## src/rtl/tmr_pkg.sv

```systemverilog
package tmr_pkg;
  localparam int unsigned ADDR_W = 3;

  typedef enum logic [ADDR_W-1:0] {
    A_CTRL   = 3'd0,
    A_CNT_LO = 3'd1,
    A_CNT_HI = 3'd2,
    A_RLD_LO = 3'd3,
    A_RLD_HI = 3'd4
  } reg_addr_e;

  typedef struct packed {
    logic hi_flag;
    logic lo_flag;
    logic lo_ie;
    logic cap_en;
    logic split;
    logic run;
    logic src_sel;
    logic ext_sel;
  } ctrl_t;
endpackage

```

## src/rtl/tmr_prescale.sv

```systemverilog
module tmr_prescale #(
  parameter int unsigned DIV = 8
) (
  input  logic clk_i,
  input  logic rst_ni,
  input  logic tick_i,
  output logic pulse_o
);
  localparam int unsigned CW = (DIV > 1) ? $clog2(DIV) : 1;
  localparam logic [CW-1:0] LAST = CW'(DIV - 1);

  logic [CW-1:0] cnt_q;

  assign pulse_o = tick_i && (cnt_q == LAST);

  always_ff @(posedge clk_i or negedge rst_ni) begin
    if (!rst_ni) cnt_q <= '0;
    else if (tick_i) cnt_q <= (cnt_q == LAST) ? '0 : cnt_q + 1'b1;
  end
endmodule

```

## src/rtl/tmr_byte_cnt.sv

```systemverilog
module tmr_byte_cnt #(
  parameter int unsigned W = 8
) (
  input  logic         clk_i,
  input  logic         rst_ni,
  input  logic         step_i,
  input  logic         load_i,
  input  logic         zero_i,
  input  logic         wr_i,
  input  logic [W-1:0] wdata_i,
  input  logic [W-1:0] rld_i,
  output logic [W-1:0] cnt_o,
  output logic         max_o
);
  logic [W-1:0] cnt_q;

  assign cnt_o = cnt_q;
  assign max_o = &cnt_q;

  always_ff @(posedge clk_i or negedge rst_ni) begin
    if (!rst_ni)     cnt_q <= '0;
    else if (wr_i)   cnt_q <= wdata_i;
    else if (step_i) cnt_q <= load_i ? (zero_i ? '0 : rld_i) : cnt_q + 1'b1;
  end
endmodule

```

## src/rtl/tmr_split_capture.sv

```systemverilog
module tmr_split_capture
  import tmr_pkg::*;
#(
  parameter int unsigned BYTE_W  = 8,
  parameter int unsigned SYS_DIV = 12,
  parameter int unsigned REF_DIV = 8
) (
  input  logic              clk_i,
  input  logic              rst_ni,
  input  logic [ADDR_W-1:0] reg_addr_i,
  input  logic              reg_we_i,
  input  logic [BYTE_W-1:0] reg_wdata_i,
  output logic [BYTE_W-1:0] reg_rdata_o,
  input  logic              ref_a_tick_i,
  input  logic              ref_b_tick_i,
  input  logic              lo_sys_clk_i,
  input  logic              hi_sys_clk_i,
  output logic              irq_o
);
  localparam int unsigned NB    = 2;
  localparam int unsigned CNT_W = NB * BYTE_W;

  ctrl_t             ctrl_q, ctrl_d;
  logic [CNT_W-1:0]  rld_q;
  logic [CNT_W-1:0]  cnt;

  logic wr_ctrl;
  logic wr_cnt  [NB];
  logic wr_rld  [NB];

  assign wr_ctrl   = reg_we_i && (reg_addr_i == A_CTRL);
  assign wr_cnt[0] = reg_we_i && (reg_addr_i == A_CNT_LO);
  assign wr_cnt[1] = reg_we_i && (reg_addr_i == A_CNT_HI);
  assign wr_rld[0] = reg_we_i && (reg_addr_i == A_RLD_LO);
  assign wr_rld[1] = reg_we_i && (reg_addr_i == A_RLD_HI);

  // tick sources
  logic sys_pulse, ref_a_pulse, ref_b_pulse;

  tmr_prescale #(.DIV(SYS_DIV)) i_div_sys (
    .clk_i, .rst_ni, .tick_i(1'b1), .pulse_o(sys_pulse)
  );
  tmr_prescale #(.DIV(REF_DIV)) i_div_ref_a (
    .clk_i, .rst_ni, .tick_i(ref_a_tick_i), .pulse_o(ref_a_pulse)
  );
  tmr_prescale #(.DIV(REF_DIV)) i_div_ref_b (
    .clk_i, .rst_ni, .tick_i(ref_b_tick_i), .pulse_o(ref_b_pulse)
  );

  logic ext_tick, cap_tick, cap_evt;
  logic byte_tick [NB];

  // count and capture use opposite references for the same select value
  assign ext_tick     = ctrl_q.ext_sel ? (ctrl_q.src_sel ? ref_a_pulse : ref_b_pulse) : sys_pulse;
  assign cap_tick     = ctrl_q.src_sel ? ref_b_pulse : ref_a_pulse;
  assign cap_evt      = ctrl_q.cap_en & cap_tick;
  assign byte_tick[0] = lo_sys_clk_i | ext_tick;
  assign byte_tick[1] = hi_sys_clk_i | ext_tick;

  // byte counters
  logic              step  [NB];
  logic              load  [NB];
  logic              at_max[NB];
  logic [BYTE_W-1:0] bcnt  [NB];
  logic              full_max, step16;

  assign full_max = at_max[0] & at_max[1];
  assign step16   = ctrl_q.run & byte_tick[0];

  assign step[0] = ctrl_q.split ? byte_tick[0] : step16;
  assign step[1] = ctrl_q.split ? (ctrl_q.run & byte_tick[1]) : (step16 & at_max[0]);
  assign load[0] = ctrl_q.split ? at_max[0] : full_max;
  assign load[1] = ctrl_q.split ? at_max[1] : full_max;

  for (genvar g = 0; g < NB; g++) begin : g_byte
    tmr_byte_cnt #(.W(BYTE_W)) i_cnt (
      .clk_i,
      .rst_ni,
      .step_i (step[g]),
      .load_i (load[g]),
      .zero_i (ctrl_q.cap_en),
      .wr_i   (wr_cnt[g]),
      .wdata_i(reg_wdata_i),
      .rld_i  (rld_q[g*BYTE_W +: BYTE_W]),
      .cnt_o  (bcnt[g]),
      .max_o  (at_max[g])
    );
    assign cnt[g*BYTE_W +: BYTE_W] = bcnt[g];
  end

  logic set_lo, set_hi;
  assign set_lo = step[0] & at_max[0];
  assign set_hi = (step[1] & at_max[1]) | cap_evt;

  // hardware flag set wins over a same-cycle software write
  always_comb begin
    ctrl_d         = wr_ctrl ? ctrl_t'(reg_wdata_i[7:0]) : ctrl_q;
    ctrl_d.hi_flag = ctrl_d.hi_flag | set_hi;
    ctrl_d.lo_flag = ctrl_d.lo_flag | set_lo;
  end

  always_ff @(posedge clk_i or negedge rst_ni) begin
    if (!rst_ni) ctrl_q <= '0;
    else         ctrl_q <= ctrl_d;
  end

  always_ff @(posedge clk_i or negedge rst_ni) begin
    if (!rst_ni) begin
      rld_q <= '0;
    end else if (cap_evt) begin
      rld_q <= cnt;
    end else begin
      if (wr_rld[0]) rld_q[0 +: BYTE_W]      <= reg_wdata_i;
      if (wr_rld[1]) rld_q[BYTE_W +: BYTE_W] <= reg_wdata_i;
    end
  end

  assign irq_o = ctrl_q.hi_flag | (ctrl_q.lo_flag & ctrl_q.lo_ie);

  always_comb begin
    case (reg_addr_i)
      A_CTRL:   reg_rdata_o = BYTE_W'(ctrl_q);
      A_CNT_LO: reg_rdata_o = bcnt[0];
      A_CNT_HI: reg_rdata_o = bcnt[1];
      A_RLD_LO: reg_rdata_o = rld_q[0 +: BYTE_W];
      A_RLD_HI: reg_rdata_o = rld_q[BYTE_W +: BYTE_W];
      default:  reg_rdata_o = '0;
    endcase
  end
endmodule

```

## config.mk

```make
export PLATFORM = sky130hd
export DESIGN_NAME = tmr_split_capture
export DESIGN_NICKNAME = d
export VERILOG_FILES = /design/src/rtl/tmr_pkg.sv /design/src/rtl/tmr_prescale.sv /design/src/rtl/tmr_byte_cnt.sv /design/src/rtl/tmr_split_capture.sv
export SDC_FILE = /design/constraint.sdc
export NUM_CORES = 1
export LEC_CHECK = 0
export BUFFER_PORTS_ARGS = -buffer_cell sky130_fd_sc_hd__buf_2
export CORE_MARGIN = 2
export CORE_UTILIZATION = 54
export DETAILED_ROUTE_END_ITERATION = 7
export PLACE_DENSITY = 0.8
export SLEW_MARGIN = 20
export SYNTH_ARGS = -nofsm -noshare
export SYNTH_HDL_FRONTEND = slang
export SYNTH_HIERARCHICAL = 1
export SYNTH_SLANG_ARGS = --single-unit
```

## constraint.sdc

```tcl
create_clock -name clk_i -period 1.9 [get_ports clk_i]
set_input_delay 0.19 -clock clk_i [delete_from_list [all_inputs] [get_ports clk_i]]
set_output_delay 0.19 -clock clk_i [all_outputs]
set_load 0.02 [all_outputs]
```

## Yosys cells after proc, flatten, opt, wreduce, memory -nomap -nowiden

Cells that the tools add are included.

- Flip-flop bits (word level): 50
- Bits of input ports: 18
- Output and inout port bits: 9
- Logic and storage cells: 78

- Add/sub/neg operators: 5
- Equality and inequality tests: 7
- Mux-type cells: 23
- Bitwise operators: 14
- Reduce and logical (&&, ||, !) cells: 14

Operators with widths:

| kind | number |
|---|---|
| 8-bit 2-to-1 mux | 11 |
| 8-bit one-hot mux with 5 select lines | 1 |
| 8-bit by 1-bit adder with 8-bit output (second input constant) | 2 |
| 16-bit 2-to-1 mux | 1 |
| 8-bit AND reduction | 2 |
| 3-bit equality test (second input constant) | 3 |
| 1-bit bitwise AND | 8 |
| 2-bit nonzero test | 4 |
| 1-bit logical AND | 7 |
| 1-bit 2-to-1 mux | 7 |
| 3-bit by 1-bit adder with 3-bit output (second input constant) | 2 |
| 3-bit by 2-bit equality test with 1-bit output (second input constant) | 2 |
| 3-bit 2-to-1 mux | 2 |
| 1-bit OR | 6 |
| 4-bit by 1-bit adder with 4-bit output (second input constant) | 1 |
| 4-bit equality test (second input constant) | 1 |
| 4-bit 2-to-1 mux | 1 |
| 3-bit by 1-bit equality test with 1-bit output (second input constant) | 1 |
| 3-bit zero test | 1 |

## Logic depth before layout (Yosys ltp)

Gate-level depths: netlist (run 1).

- Depth after elaboration: 11
- Depth in mapped cells: 11
- Mapped depth without buffers: 10

## Cells and area by module

Netlist (run 1), hierarchy kept.

By module, submodules not included:

| module | times used | cells an instance | area each (um2) | sequential area each (um2) |
|---|---|---|---|---|
| tmr_split_capture | 1 | 157 | 1,530.2 | 600.6 |
| tmr_byte_cnt | 2 | 74 | 610.6 | 200.2 |
| tmr_prescale (i_div_ref_a ...) | 2 | 10 | 146.4 | 75.1 |
| tmr_prescale (i_div_sys) | 1 | 21 | 212.7 | 100.1 |

## Least setup slack after synthesis (run 1)

Ideal clock, no wire load.

- Path type: reg2reg
- Start: register g_byte[0].i_cnt.cnt_q[0]
- End: register g_byte[1].i_cnt.cnt_q[5]
- Library setup time: 0.087 ns
- Arrival time: 1.951 ns
- Data required time: 1.813 ns
- Path slack: -0.137 ns
- Cell stages (with the launch flop): 10
- Path buffers: 1
- Period minus slack after synthesis: 2.037 ns
- Path through: dfrtp_1 -> ha_1 -> nand3_2 -> nor3_1 -> o211a_1 -> buf_4 -> or3b_1 -> nor2_1 -> mux2i_1 -> o211ai_1

RTL lines:

| element | RTL line | text |
|---|---|---|
| start, declared | tmr_byte_cnt.sv:15 | `logic [W-1:0] cnt_q;` |
| start signal, assigned | tmr_byte_cnt.sv:22 | `else if (wr_i) cnt_q <= wdata_i;` |
| start signal, assigned | tmr_byte_cnt.sv:23 | `else if (step_i) cnt_q <= load_i ? (zero_i ? '0 : rld_i) : cnt_q + 1'b1;` |
| end signal, assigned | tmr_byte_cnt.sv:22 |  |
| end signal, assigned | tmr_byte_cnt.sv:23 |  |
| end, declared | tmr_byte_cnt.sv:15 |  |

==> results of run 1 <==
## per-stage QoR
| stage | hold WS [ns] | setup slack [ns] | total power (µW) | instance area [µm²] |
|---|---|---|---|---|
| 4_1_cts | 0.126 | -0.140 | 5080 | 4030 |
| 3_5_place_dp | 0.202 | -0.165 | 4140 | 3780 |
| 3_3_place_gp | 0.201 | -0.129 | 4030 | 3780 |
| 2_1_floorplan | -0.106 | -0.0532 | 3240 | 3290 |
| 6_report | 0.136 | -0.249 | 5340 | 4190 |
| 5_1_grt | 0.146 | -0.303 | 5700 | 4190 |
## cell families (layout without fill, tap and decap cells)
kind of cell | Yosys count | count (layout) | synth area share (%)
buffers and inverters | 34 | 109 | 5.45
XOR/XNOR | 4 | 4 | 1.08
AO/OA/AOI/OAI | 91 | 91 | 17.7
AND/OR/NAND/NOR | 109 | 109 | 18.2
other | 1 | 7 | 0.115
adder cells (fa/ha/maj) | 7 | 7 | 2.69
flip-flops | 50 | 50 | 38.4
multiplexers | 50 | 50 | 16.3
## registers in the layout, summed over array words and instances, names as in the netlist
signal and cells:
i_div_ref_a/cnt_q 3, ctrl_q 8, g_byte.i_cnt/cnt_o 16, i_div_ref_b/cnt_q 3
i_div_sys/cnt_q 4, rld_q 16
## repair_timing
action / CTS / global route
hold endpoints to repair: 50 / 0
pin swaps: 3 / 12
hold buffers: 1 / 0
endpoints found under the setup margin: 17 / 17
setup buffers: 5 / 7
resized for setup: 20 / 28
## report_power, final
group	switching, µW	total (µW)	leakage (µW)	internal, µW
sequential	386	1910	0.000579	1530
combinational	1290	2650	0.00127	1360
clock	360	781	0.0000573	422
total	2030	5340	0.00190	3300
## layout make-up
class                   instances  share of cell area [%]
inverters                      15                    1.58
repair buffers                 87                    15.2
clock inverters                 1                   0.716
clock buffers                   6                    1.97
flip-flops and latches         50                    29.9
well taps                      75                    2.24
multi-input cells             268                    48.4
## worst max-delay path, stage by stage (launching register included)
cell	delay, ns
dfrtp_1	0.39
ha_2	0.20
ha_4	0.16
and2_4	0.14
mux2i_4	0.14
o211ai_1	0.13
o211a_1	0.19
buf_4	0.15
buf_6	0.11
buf_6	0.12
o311a_1	0.30
## layer usage
layer | up-vias | GRT usage, %
met2 | 127 | 44.5
met3 | 28 | 4.18
met1 | 1503 | 37.1
met4 | 0 | 12.0
met5 | - | 0
li1 | 1415 | -
## placed cells by master, fill, tap and decap left out, drive strengths merged, types with 5 or more instances in the layout
cell type / Yosys / layout
a21oi: 33 / 33
dfrtp: 50 / 50
buf: 11 / 86
nor3: 7 / 7
nor2: 37 / 37
inv: 15 / 15
o31ai: 6 / 6
ha: 7 / 7
mux2i: 37 / 37
o211ai: 5 / 5
nand2: 23 / 23
clkbuf: 8 / 6
mux2: 12 / 12
nand3: 7 / 7
o22ai: 7 / 7
o21ai: 13 / 13
o21a: 6 / 6
conb: 1 / 7
nor2b: 5 / 5
## path summary, 6_finish.rpt
path | slack (ns) | startpoint | to
max reg2reg | -0.25 | i_div_ref_a/cnt_q[1] | g_byte[1].i_cnt/cnt_o[4]
min reg2reg | 0.55 | i_div_ref_b/cnt_q[1] | i_div_ref_b/cnt_q[1]
max in group asynchronous | 1.29 | rst_ni | g_byte[0].i_cnt/cnt_o[2]
min | 0.14 | ref_a_tick_i | i_div_ref_a/cnt_q[0]
max | -0.25 | i_div_ref_a/cnt_q[1] | g_byte[1].i_cnt/cnt_o[4]
min in group asynchronous | 0.38 | rst_ni | rld_q[15]
==> results_dict.tcl, run 1 <==
set metrics [dict create \
    root_buffer "clkbuf_8" \
    synth.top_cell.area_share_pct 38.4 \
    antenna_found_initial 0 \
    gp_congestion 0.866 \
    antenna_cells 0 \
    die_x_um 81.7 \
    clock-sinks 50 \
    grt_overflow 0 \
    ir_worst_vdd_uv 672 \
    async_flop_share_pct 100 \
    critPathMaxFanout 3 \
    drt-total-wl_um 8850 \
    synth.top_cells.by_count "dfrtp_1, mux2i_1, nor2_1, a21oi_1, nand2_1" \
    outcome "finished, violations left" \
    fp.dieH_um 81.7 \
    core_um2 5890 \
    clk_path_buf_depth 2 \
    cts_tree "done" \
    leakage_uw 0.00190 \
    die-area_um2 6670 \
    finalCriticalPeriod_ns 2.15 \
    cp-start-kind "register" \
    met1Wirelength_um 3730 \
    grt_pass1_vias 2835 \
    multi_input_area_um2 2030 \
    synth_area_leader_cell "dfrtp_1" \
    rows 28 \
    io_buffer_count 26 \
    finalCritPeriodShare_pct 113 \
    cap_violations 0 \
    setup_slack_ns -0.249 \
    htreeDepth 2 \
    r2r_cells 10 \
    ys_ff_latch 50 \
    instances_no_fill 502 \
    whs_path_depth 2 \
    start_util_pct 55.3 \
    worstHoldPathType "primary input to register" \
    grt_max_degree 51 \
    critical_path_class "register to register" \
    viasPerCell 6.12 \
    cts_buffers 5 \
    antenna_left 0 \
    routed-wl-met3_um 541 \
    fmax_mhz 465 \
    fin_skew_ns 0.00510 \
    pwr_density_cell_nw_per_um2 1270 \
    wl_per_cell_um 17.6 \
    end_kind "register" \
    synth_area_per_cell_um2 9.41 \
    drtIter0Drc 204 \
    layout-drive-gt1-share_pct 33.7 \
    final-max-slew-violation-count 0 \
    clock_latency_ns 0.31 \
    grt_use_total_pct 27.6 \
    yosys.cell_types.count 56 \
    synth_edf_count 0 \
    area_growth_pct 28.7 \
    slew_headroom_pct 55.0 \
    tightest_slew_ns 0.671 \
    failed_checks "setup timing" \
    highest_layer "met4" \
    setup_viol 18 \
    wl_met2_um 4290 \
    setup_tns_ns -2.35 \
    seq_area_um2 1250 \
    finalHoldViolCount 0 \
    grt_pass1_wl_um 13900 \
    fin_util_pct 71.2 \
    crit_required_ns 2.09 \
    routed-via-count 3073 \
    fill_cells 435 \
    synth_most_common_cell "dfrtp_1" \
    ios 27 \
    layout.nets 452 \
    yosys-top-cells-area "dfrtp_1, mux2i_1, a21oi_1" \
    ys_seq_area_share_pct 38.4 \
    yosysWarnings 6 \
    dp.cells 482 \
    yosys_most_used_dff "dfrtp_1" \
    cp_data_arrival_time_ns 2.34 \
    rsz0062_at_grt "true" \
    path_clk_slew_ns 0.09 \
    synthCells 346 \
    dpl.hpwl_um 5950 \
    route.detailed.drc 0 \
    firstDrtPassIters 4 \
    synth_area_um2 3260 \
]
Note: power is estimated with default switching activity, not from simulation.
==> run 2, diff against run 1 <==
--- a/config.mk
+++ b/config.mk
@@ -7,9 +7,9 @@
 export LEC_CHECK = 0
 export BUFFER_PORTS_ARGS = -buffer_cell sky130_fd_sc_hd__buf_2
 export CORE_MARGIN = 2
-export CORE_UTILIZATION = 54
+export CORE_UTILIZATION = 35
 export DETAILED_ROUTE_END_ITERATION = 7
-export PLACE_DENSITY = 0.8
+export PLACE_DENSITY = 0.55
 export SLEW_MARGIN = 20
 export SYNTH_ARGS = -nofsm -noshare
 export SYNTH_HDL_FRONTEND = slang
==> constraint.sdc (replaced) <==
create_clock -name clk_i -period 2.3 [get_ports clk_i]
set_input_delay 0.23 -clock clk_i [delete_from_list [all_inputs] [get_ports clk_i]]
set_output_delay 0.23 -clock clk_i [all_outputs]
set_load 0.02 [all_outputs]
==> run 2 against run 1 <==
  * Register-to-register slack improved by 0.45 ns
  * Largest cell class unchanged
  * Cell count rose by 0.60%
  * Critical path type unchanged
  * The flow now finishes without violations
  * Largest power group is now registers
  * First-iteration DRC count fell by 43%
  * Core utilization fell by 30 points
==> results_dict.tcl, run 2 (same netlist as run 1, synthesis figures left out) <==
set metrics [dict create \
    outcome "finished, final reports clean" \
    ff2ff_setup_slack_ns 0.20 \
    grt_max_degree 35 \
    critPathMaxFanout 8 \
    cts_buffers 5 \
    worstHoldPathType "primary input to async pin" \
    layout-drive-gt1-share_pct 22.6 \
    ios 27 \
    die_x_um 100 \
    cts_tree "done" \
    grt_pass1_vias 2628 \
    grt_use_total_pct 17.2 \
    cp-start-kind "register" \
    routed-via-count 2689 \
    ctsHoldBuffers 0 \
    root_buffer "clkbuf_8" \
    critical_path_class "register to register" \
    fp.dieH_um 100 \
    dp.cells 495 \
    slew_headroom_pct 45.0 \
    ir_worst_vdd_uv 397 \
    drt-total-wl_um 8310 \
    firstDrtPassIters 5 \
    multi_input_area_um2 1890 \
    end_kind "register" \
    pwr_density_cell_nw_per_um2 1060 \
    wl_per_cell_um 16.5 \
    clock-sinks 50 \
    mostFrequentLayoutCell "dfrtp_1" \
    mostFrequentLayoutCells "dfrtp_1, nor2_1, mux2i_1, a21oi_1, buf_4" \
    antenna_cells 0 \
    io_buffer_count 26 \
    fmax_mhz 476 \
    r2r_cells 10 \
    fill_cells 937 \
    rows 35 \
    startpoint "i_div_ref_b/cnt_q[0]" \
    leakage_uw 0.00171 \
    fin_skew_ns 0.00759 \
    rsz0062_at_grt "false" \
    instances_no_fill 505 \
    path_clk_slew_ns 0.10 \
    grt_overflow 0 \
    rr_startpoint "i_div_ref_b/cnt_q[0]" \
    clock_latency_ns 0.30 \
    tightest_slew_ns 0.825 \
    core_um2 9150 \
    seq_area_um2 1250 \
    final-max-slew-violation-count 0 \
    fin_util_pct 41.7 \
    die-area_um2 10100 \
    layout.nets 418 \
    htreeDepth 2 \
    dpl.hpwl_um 6250 \
    rr_endpoint "g_byte[1].i_cnt/cnt_o[5]" \
    finalCritPeriodShare_pct 91.4 \
    crit_required_ns 2.49 \
    drtIter0Drc 116 \
    route.detailed.drc 0 \
    antenna_left 0 \
    antenna_found_initial 0 \
    setup_viol 0 \
    finalHoldViolCount 0 \
    grt_pass1_wl_um 13700 \
    start_util_pct 35.6 \
    setup_tns_ns 0 \
    finalCriticalPeriod_ns 2.10 \
    area_growth_pct 17.1 \
    cp_data_arrival_time_ns 2.29 \
    cap_violations 0 \
    clk_path_buf_depth 2 \
    gp_congestion 0.804 \
    viasPerCell 5.32 \
]
run 2: changes by cell type in the layout (fill, tap and decap cells not counted), moves of 3 or more:
| cell | previous run | this run |
|---|---|---|
| a21oi_1 | 28 | 33 |
| a21oi_2 | 5 | 0 |
| buf_6 | 6 | 0 |
| nor2_1 | 34 | 37 |
| ha_1 | 3 | 7 |
| buf_4 | 52 | 27 |
run 2: worst max-delay path by stage:
stage	to	slack [ns]	depth (start not counted)
after floorplan	g_byte[1].i_cnt/cnt_o[5]	0.26	9
after global placement	g_byte[0].i_cnt/cnt_o[4]	0.13	9
after detailed placement	g_byte[0].i_cnt/cnt_o[4]	0.01	9
after CTS	g_byte[1].i_cnt/cnt_o[0]	0.06	9
after global routing	g_byte[0].i_cnt/cnt_o[4]	0.0006	9
final	g_byte[1].i_cnt/cnt_o[5]	0.20	10
run 2: cell type report:
type                       count  area share, %
sequential                    50           32.8
multi-input combinational    268           49.6
clock buffer                   6           2.17
tap                          111           3.64
timing repair buffer          53           8.73
inverter                      15           1.48
clock inverter                 2           1.58
run 2: worst max-delay path, cell delays in order (launching register included):
cell      delay, ns
dfrtp_1        0.40
ha_1           0.20
ha_1           0.18
and2_2         0.20
mux2i_4        0.17
o211ai_1       0.14
o211a_4        0.19
or3b_4         0.24
nor2_1         0.03
mux2i_1        0.14
o211ai_1       0.10
run 2: stage by stage:
stage                     hold WS (ns)  area, µm²  power [µW]  setup WS (ns)
after floorplan                -0.0656       3280        2670          0.263
after global placement           0.359       3620        3210          0.126
after detailed placement         0.369       3620        3250         0.0132
after CTS                       0.0258       3770        4030         0.0579
after global routing            0.0593       3810        4340       0.000624
final                           0.0158       3810        4030          0.197
run 2: power breakdown:
part,switching (µW),total (µW),internal (µW)
registers,370,1630,1260
logic,823,1630,807
clock network,304,769,464
run 2: per-layer routing:
| layer | wire length [µm] | track usage, % | up-vias |
|---|---|---|---|
| met5 | 0 | 0 | - |
| met4 | 45 | 3.48 | 0 |
| met3 | 328 | 2.70 | 4 |
| met2 | 3760 | 26.6 | 49 |
| met1 | 4180 | 25.5 | 1299 |
| li1 | - | - | 1337 |
run 2: timing repair:
action / CTS / global route
endpoints found under the setup margin: 1 / 9
pin swaps: 0 / 2
setup buffers: 0 / 2
gates resized for setup: 1 / 7
